--- src/rtl/memdev_cfg_pkg.sv ---
package memdev_cfg_pkg;
  localparam int unsigned DW  = 16;
  localparam int unsigned AW  = 12;
  localparam int unsigned IDW = 6;

  localparam logic [AW-1:0] ADDR_SETUP = 12'h021;
  localparam logic [AW-1:0] ADDR_IDENT = 12'h023;

  localparam int unsigned B_REP  = 6;
  localparam int unsigned B_XSEL = 7;
  localparam int unsigned B_NSR  = 8;
  localparam int unsigned B_PSR  = 9;
  localparam int unsigned B_LSR  = 10;
  localparam int unsigned B_TEN  = 11;
  localparam int unsigned B_TSQ  = 12;
  localparam int unsigned B_DIS  = 13;

  localparam logic [5:0] PROTO_VER = 6'd1;
  localparam logic [2:0] REF_BITS  = 3'b100;

  typedef struct packed {
    logic           dis;
    logic           temp_en;
    logic           lp_sr;
    logic           pdn_sr;
    logic           nap_sr;
    logic           exit_sel;
    logic           repeat_en;
    logic [IDW-1:0] dev_id;
  } setup_t;

  localparam setup_t SETUP_RST = '{dis: 1'b0, temp_en: 1'b0, lp_sr: 1'b0,
                                   pdn_sr: 1'b0, nap_sr: 1'b0, exit_sel: 1'b0,
                                   repeat_en: 1'b1, dev_id: '1};
endpackage

--- src/rtl/memdev_setup_reg.sv ---
module memdev_setup_reg
  import memdev_cfg_pkg::*;
(
  input  logic          clk_i,
  input  logic          rst_ni,
  input  logic          sio_rst_i,
  input  logic          wr_en_i,
  input  logic [DW-1:0] wdata_i,
  input  logic          in_nap_i,
  input  logic          in_pdn_i,
  output setup_t        setup_o
);
  setup_t q, d;
  logic   unused_wbits;

  assign unused_wbits = ^{wdata_i[DW-1:B_DIS+1], wdata_i[B_TSQ]};

  always_comb begin
    d = q;
    if (sio_rst_i) begin
      d = SETUP_RST;
    end else if (wr_en_i) begin
      d.dev_id    = wdata_i[IDW-1:0];
      d.repeat_en = wdata_i[B_REP];
      d.exit_sel  = wdata_i[B_XSEL];
      d.lp_sr     = wdata_i[B_LSR];
      d.temp_en   = wdata_i[B_TEN];
      d.dis       = wdata_i[B_DIS];
      // set blocked while in the matching mode, clear always allowed
      d.nap_sr    = wdata_i[B_NSR] & (q.nap_sr | ~in_nap_i);
      d.pdn_sr    = wdata_i[B_PSR] & (q.pdn_sr | ~in_pdn_i);
    end
  end

  always_ff @(posedge clk_i or negedge rst_ni) begin
    if (!rst_ni) q <= SETUP_RST;
    else         q <= d;
  end

  assign setup_o = q;
endmodule

--- src/rtl/memdev_rd_port.sv ---
module memdev_rd_port
  import memdev_cfg_pkg::*;
#(
  parameter logic [5:0] MFR_VER  = 6'd5,
  parameter bit         DBL_BANK = 1'b1
) (
  input  logic          clk_i,
  input  logic          rst_ni,
  input  logic          rd_en_i,
  input  logic [AW-1:0] addr_i,
  input  setup_t        setup_i,
  input  logic          temp_trip_i,
  output logic          rd_valid_o,
  output logic [DW-1:0] rd_data_o
);
  localparam logic [DW-1:0] IDENT_WORD = {REF_BITS, DBL_BANK, MFR_VER, PROTO_VER};

  logic [DW-1:0] setup_word, mux_data;

  always_comb begin
    setup_word               = '0;
    setup_word[IDW-1:0]      = setup_i.dev_id;
    setup_word[B_REP]        = setup_i.repeat_en;
    setup_word[B_XSEL]       = setup_i.exit_sel;
    setup_word[B_NSR]        = setup_i.nap_sr;
    setup_word[B_PSR]        = setup_i.pdn_sr;
    setup_word[B_LSR]        = setup_i.lp_sr;
    setup_word[B_TEN]        = setup_i.temp_en;
    setup_word[B_TSQ]        = setup_i.temp_en & temp_trip_i;
    setup_word[B_DIS]        = setup_i.dis;
  end

  always_comb begin
    unique case (addr_i)
      ADDR_SETUP: mux_data = setup_word;
      ADDR_IDENT: mux_data = IDENT_WORD;
      default:    mux_data = '0;
    endcase
  end

  always_ff @(posedge clk_i or negedge rst_ni) begin
    if (!rst_ni) begin
      rd_valid_o <= 1'b0;
      rd_data_o  <= '0;
    end else begin
      rd_valid_o <= rd_en_i;
      rd_data_o  <= rd_en_i ? mux_data : '0;
    end
  end
endmodule

--- src/rtl/memdev_exit_gate.sv ---
module memdev_exit_gate
  import memdev_cfg_pkg::*;
(
  input  logic           clk_i,
  input  logic           rst_ni,
  input  logic           exit_req_i,
  input  logic           in_nap_i,
  input  logic           in_pdn_i,
  input  logic [IDW-1:0] dq_i,
  input  logic           dis_i,
  input  logic           exit_sel_i,
  input  logic [IDW-2:0] dev_id_lo_i,
  output logic           ack_o
);
  logic addr_ok, accept;

  // pin IDW-1 flags broadcast, lower pins carry a directed address
  assign addr_ok = exit_sel_i | dq_i[IDW-1] | (dq_i[IDW-2:0] == dev_id_lo_i);
  assign accept  = exit_req_i & (in_nap_i | in_pdn_i) & ~dis_i & addr_ok;

  always_ff @(posedge clk_i or negedge rst_ni) begin
    if (!rst_ni) ack_o <= 1'b0;
    else         ack_o <= accept;
  end
endmodule

--- src/rtl/memdev_ctrl_regs.sv ---
module memdev_ctrl_regs
  import memdev_cfg_pkg::*;
#(
  parameter logic [5:0] MFR_VER  = 6'd5,
  parameter bit         DBL_BANK = 1'b1
) (
  input  logic           clk_i,
  input  logic           rst_ni,
  input  logic           sio_rst_i,
  input  logic           req_valid_i,
  input  logic [IDW-1:0] req_sdev_i,
  input  logic [AW-1:0]  req_addr_i,
  input  logic           req_wr_i,
  input  logic [DW-1:0]  req_wdata_i,
  output logic           rd_valid_o,
  output logic [DW-1:0]  rd_data_o,
  input  logic           sio_i,
  output logic           sio_o,
  input  logic           in_nap_i,
  input  logic           in_pdn_i,
  input  logic           temp_trip_i,
  input  logic           exit_req_i,
  input  logic [IDW-1:0] exit_dq_i,
  output logic           exit_ack_o,
  output logic           nap_sr_en_o,
  output logic           pdn_sr_en_o,
  output logic           lp_sr_en_o,
  output logic           temp_en_o
);
  setup_t setup_q;
  logic   id_hit, wr_setup, rd_en;

  assign id_hit   = req_valid_i & (req_sdev_i == setup_q.dev_id);
  assign wr_setup = id_hit & req_wr_i & (req_addr_i == ADDR_SETUP);
  assign rd_en    = id_hit & ~req_wr_i;

  memdev_setup_reg u_setup (
    .clk_i     (clk_i),
    .rst_ni    (rst_ni),
    .sio_rst_i (sio_rst_i),
    .wr_en_i   (wr_setup),
    .wdata_i   (req_wdata_i),
    .in_nap_i  (in_nap_i),
    .in_pdn_i  (in_pdn_i),
    .setup_o   (setup_q)
  );

  memdev_rd_port #(.MFR_VER(MFR_VER), .DBL_BANK(DBL_BANK)) u_rd (
    .clk_i       (clk_i),
    .rst_ni      (rst_ni),
    .rd_en_i     (rd_en),
    .addr_i      (req_addr_i),
    .setup_i     (setup_q),
    .temp_trip_i (temp_trip_i),
    .rd_valid_o  (rd_valid_o),
    .rd_data_o   (rd_data_o)
  );

  memdev_exit_gate u_exit (
    .clk_i       (clk_i),
    .rst_ni      (rst_ni),
    .exit_req_i  (exit_req_i),
    .in_nap_i    (in_nap_i),
    .in_pdn_i    (in_pdn_i),
    .dq_i        (exit_dq_i),
    .dis_i       (setup_q.dis),
    .exit_sel_i  (setup_q.exit_sel),
    .dev_id_lo_i (setup_q.dev_id[IDW-2:0]),
    .ack_o       (exit_ack_o)
  );

  assign sio_o       = setup_q.repeat_en ? sio_i : 1'b1;
  assign nap_sr_en_o = setup_q.nap_sr;
  assign pdn_sr_en_o = setup_q.pdn_sr;
  assign lp_sr_en_o  = setup_q.lp_sr;
  assign temp_en_o   = setup_q.temp_en;
endmodule

--- config.mk ---
export PLATFORM = sky130hd
export DESIGN_NAME = memdev_ctrl_regs
export DESIGN_NICKNAME = d
export VERILOG_FILES = /design/src/rtl/memdev_cfg_pkg.sv /design/src/rtl/memdev_setup_reg.sv /design/src/rtl/memdev_rd_port.sv /design/src/rtl/memdev_exit_gate.sv /design/src/rtl/memdev_ctrl_regs.sv
export SDC_FILE = /design/constraint.sdc
export NUM_CORES = 1
export LEC_CHECK = 0
export BUFFER_PORTS_ARGS = -buffer_cell sky130_fd_sc_hd__buf_2
export CAP_MARGIN = 20
export CORE_ASPECT_RATIO = 0.7
export CORE_MARGIN = 4
export CORE_UTILIZATION = 35
export CTS_CLUSTER_DIAMETER = 100
export DETAILED_ROUTE_END_ITERATION = 8
export SYNTH_ARGS = -nofsm -noshare
export SYNTH_HDL_FRONTEND = slang
export SYNTH_SLANG_ARGS = --single-unit
export TNS_END_PERCENT = 30
--- constraint.sdc ---
create_clock -name clk_i -period 6 [get_ports clk_i]
set_clock_uncertainty 0.2 [all_clocks]
set_input_delay 0.3 -clock clk_i [delete_from_list [all_inputs] [get_ports clk_i]]
set_output_delay 0.3 -clock clk_i [all_outputs]
set_load 0.02 [all_outputs]
---- After elaboration in Yosys (flattened, before gate mapping) ----
Index checks and enable logic that the tools add are counted.
operators by class
  add/sub/neg operators ................... 0
  multipliers ............................. 0
  div/mod/pow operators ................... 0
  magnitude comparators ................... 0
  eq/ne operators ......................... 4
  shift operators ......................... 0
  multiplexer cells ....................... 5
  bitwise operators ....................... 19
  reductions and logical operators ........ 1
operators by type and width
  kind                                                   count
  one-hot mux 16 bit (2 select lines)                    1
  2-to-1 mux 13 bit                                      2
  equality test 12 x 6 -> 1 bit (second input constant)  2
  2-to-1 mux 16 bit                                      1
  AND 1 bit                                              10
  equality test 6 bit                                    1
  equality test 5 bit                                    1
  bitwise OR 1 bit                                       5
  NOT 1 bit                                              4
  nonzero test 2 bit                                     1
  2-to-1 mux 1 bit                                       1
storage, ports and cells
  register bits after elaboration ......... 31
  latch bits .............................. 0
  memory bits (writable) .................. 0
  ROM bits ................................ 0
  input port bits ......................... 50
  output and inout bits ................... 23
  word-level logic and storage cells ...... 40
  memories kept ........................... 0

---- Longest topological paths before layout ----
  word-level depth ........................ 6
  mapped depth ............................ 7
  gate-level depth less buffers ........... 4

---- Cells and area by module ----
Synthesis repeated with hierarchy kept, for this count alone.
unflattened totals
  cells, all modules ...................... 130
  area total of the unflattened synthesis .. 1559.0 um^2
modules (own cells, without submodules)
  module            instances  cells each  area each (um^2)  seq. area each (um^2)
  memdev_rd_port    1          57          725.7             400.4
  memdev_setup_reg  1          46          599.3             334.1
  memdev_ctrl_regs  1          16          132.6             0.0
  memdev_exit_gate  1          11          101.3             25.0

---- Least setup slack after synthesis ----
OpenSTA, ideal clock, no wires.
  kind .................................... register to register
  from .................................... register u_setup.q (netlist bit u_setup.setup_o[4])
  to ...................................... register u_rd.rd_data_o[1]
  library setup time ...................... 0.088 ns
  arrival ................................. 1.990 ns
  data required time ...................... 5.712 ns
  setup slack ............................. 3.722 ns
  cell stages (with the launch flop) ...... 8
  buffers on the path ..................... 3
  clock period less this slack ............ 2.278 ns
  path through ............................ dfstp_2 > xor2_1 > or3_1 > buf_6 > or4_4 > buf_6 > buf_12 > nor3_4
between the ends
  longest elaborated chain between the ends .. 4
ends and longest elaborated chain
  element                   line                    text
  start: declaration        memdev_setup_reg.sv:13  setup_t q, d;
  start signal: assignment  memdev_setup_reg.sv:36  if (!rst_ni) q <= SETUP_RST;
  start signal: assignment  memdev_setup_reg.sv:37  else q <= d;
  equality test 6 bit       memdev_ctrl_regs.sv:33  assign id_hit = req_valid_i & (req_sdev_i == setup_q.dev_id);
  AND 1 bit                 memdev_ctrl_regs.sv:33
  AND 1 bit                 memdev_ctrl_regs.sv:35  assign rd_en = id_hit & ~req_wr_i;
  2-to-1 mux 16 bit         memdev_rd_port.sv:47    rd_data_o <= rd_en_i ? mux_data : '0;
  end signal: assignment    memdev_rd_port.sv:47
  end: declaration          memdev_rd_port.sv:14    output logic [DW-1:0] rd_data_o
Every way passes these cells.
A chain may end at the register's enable or synchronous reset.

---- Worst setup path in the final report ----
  from .................................... register u_setup.q (netlist bit u_setup.setup_o[4])
  to ...................................... register u_rd.rd_data_o[8]
The elaborated chain is that of the path after synthesis.

==> metrics.csv <==
metric,value,unit
cp_max_fo,15,
grt_start_max_net_pins,31,
crit_type,reg -> reg,
hold_violations,0,
multi_input_area,630.6,um^2
async_flop_share,1.000,
slew_headroom,0.5099,
final_cells,260,
path_cells,"xor2_1, or3_1, or4_4, nor3_1",
ys.flop_type,dfrtp_1,
hp-class,in -> reg,
fin_tns_setup,0,ns
grt_pass1_vias,1203,
fillers,382,
avgSynthCellArea,10.82,um^2
port_buffers,68,
cts_root_buf,clkbuf_8,
synth.top_cell.area_share,0.3856,
synth_edf_count,0,
post-synth-top-count-cell,dfrtp_1,
avgRoutedWirePerCell,13.61,um
stdcell_area,1929,um^2
cts_tree,built,
dieArea,5390,um^2
min_period_over_period,0.4088,
synth.largest_area_cell,dfrtp_1,
synth_common_cells,"dfrtp_1, nor2_1, inv_1",
pin_count,73,
synth_nets,188,
status,"finished, final reports clean",
initial_core_util,0.3715,
clk_pin_slew,0.06,ns
synthTopCellsByArea,"dfrtp_1, dfstp_2, nor3_2",
power.density,201.1,nW/um^2
clock-sinks,30,
yosys.cell_types.count,31,
netlist_instances,138,
core-area,4018,um^2
post_dp_cell_area,1841,um^2
final-seq-area,759.5,um^2
routed_wl,3538,um
num_vias,1214,
clkLatencyLatePin,0.27,ns
die_x,86.06,um
drive_above_1_share,0.4663,
drv_slew,0,
period_needed,2.453,ns
via_per_inst,4.669,
fmax,407.7,MHz
rsz0062_at_grt,false,
cts_buffer_depth,2,
chipHeight,62.64,um
gr-usage-all-layers,0.1337,
htreeDepth,2,
max-cap-violations,0,
antenna_found_initial,0,
overflow,0,
slowest_stage,or4_4,
start_kind,flop,
leakage,0.9260,nW
final_net_count,258,
crit_required,5.98,ns
tightestPinTransition,0.7311,ns
end_kind,flop,
yosysSeqAreaShare,0.5088,
final_util,0.4802,
critPathArrivalTime,2.43,ns
synth_area,1493,um^2
yosysWarnings,0,
postRouteAntennaNets,0,
rows,19,
antennaDiodeCount,0,
ys_ff_latch,30,
cts_setup_buffers,0,
place.gp.congestion,0.7428,
dpl.hpwl,2791,um
critPathMaxStageDelay,0.71,ns
dr.pass1.iters,4,
dp_cells,252,
remaining_drc_errors,0,
numCtsBuffers,5,
setup_viol,0,
ir_drop,79.07,uV
synthToLayoutAreaGrowth,29.25,%
drtIter0Drc,33,
grt_pass1_wl,5561,um
==> cell families (layout without fill, tap and decap cells) <==
kind of cell,after synthesis,after routing,share of synthesized area
compound gates,13,13,0.06287
xor+xnor,11,11,0.06454
buf+inv,18,88,0.06873
flops,30,30,0.5088
mux,7,7,0.04694
other cells,1,1,0.002512
simple gates,58,58,0.2456
==> power breakdown <==
part           total (mW)  internal, mW  leakage, nW  switching (mW)
Sequential          0.203         0.203        0.394        0.000106
Combinational      0.0365        0.0162        0.488          0.0203
Clock               0.148        0.0776       0.0438          0.0708
==> cells in the final DEF, fill, tap and decap left out, drive strengths merged, types with 5 or more instances in the layout <==
cell    Yosys  layout
xnor2       5       5
nand4       6       6
nor2       19      19
inv        12      12
buf         5      68
mux2i       7       7
xor2        6       6
dfstp       7       7
a21oi       5       5
dfrtp      23      23
nor3       19      19
clkbuf      1       5
==> cell type report <==
class,instances,share of cell area
well taps,52,0.03372
repair buffers,69,0.1816
clock inverters,2,0.005188
clock buffers,5,0.03567
inverters,12,0.02335
flip-flops and latches,30,0.3936
multi-input cells,90,0.3268
==> path summary, 6_finish.rpt <==
kind	startpoint	to	slack, ns	cells past startpoint
max	u_setup.setup_o[4]	u_rd.rd_data_o[8]	3.55	4
min	req_wr_i	u_rd.rd_valid_o	0.03	2
max reg2reg	u_setup.setup_o[4]	u_rd.rd_data_o[8]	3.55	4
min reg2reg	u_setup.setup_o[2]	u_rd.rd_data_o[2]	0.34	2
max in group asynchronous	rst_ni	u_rd.rd_data_o[6]	4.78	2
min in group asynchronous	rst_ni	u_rd.rd_data_o[2]	0.40	2
==> worst max-delay path, delay by kind of cell, from the launching register on <==
| family | cells | cell delay, ns |
|---|---|---|
| DFF | 1 | 0.58 |
| xor gates and xnor gates | 1 | 0.09 |
| and+or+nand+nor | 3 | 1.49 |
==> state kept, by name, summed over array words and instances, names as in the netlist <==
signal	count
u_rd.rd_data_o	15
u_setup.setup_o	13
u_exit.ack_o	1
u_rd.rd_valid_o	1
==> routing by layer <==
| layer | wire (um) | up-vias | global-route usage | part of all wire |
|---|---|---|---|---|
| li1 | - | 617 | - | - |
| met4 | 29 | 0 | 0.03953 | 0.0082 |
| met2 | 1567 | 42 | 0.2010 | 0.44 |
| met1 | 1646 | 551 | 0.1770 | 0.47 |
| met5 | 0 | - | 0 | 0 |
| met3 | 294 | 4 | 0.05270 | 0.083 |
==> metrics by stage <==
step	total power [mW]	worst slack, ns	hold slack [ns]
2_1_floorplan	0.2209	3.722	-0.1956
3_3_place_gp	0.2429	3.476	0.1684
3_5_place_dp	0.2433	3.459	0.1699
4_1_cts	0.3923	3.545	0.02268
5_1_grt	0.4074	3.441	0.02599
6_report	0.3880	3.547	0.03171
==> repair_timing <==
| action | in CTS | in global routing |
|---|---|---|
| resized for setup | 0 | 0 |
| hold buffers | 1 | 0 |
| hold endpoints to repair | 23 | 0 |
No activity file was read; power rests on OpenSTA's default activity.
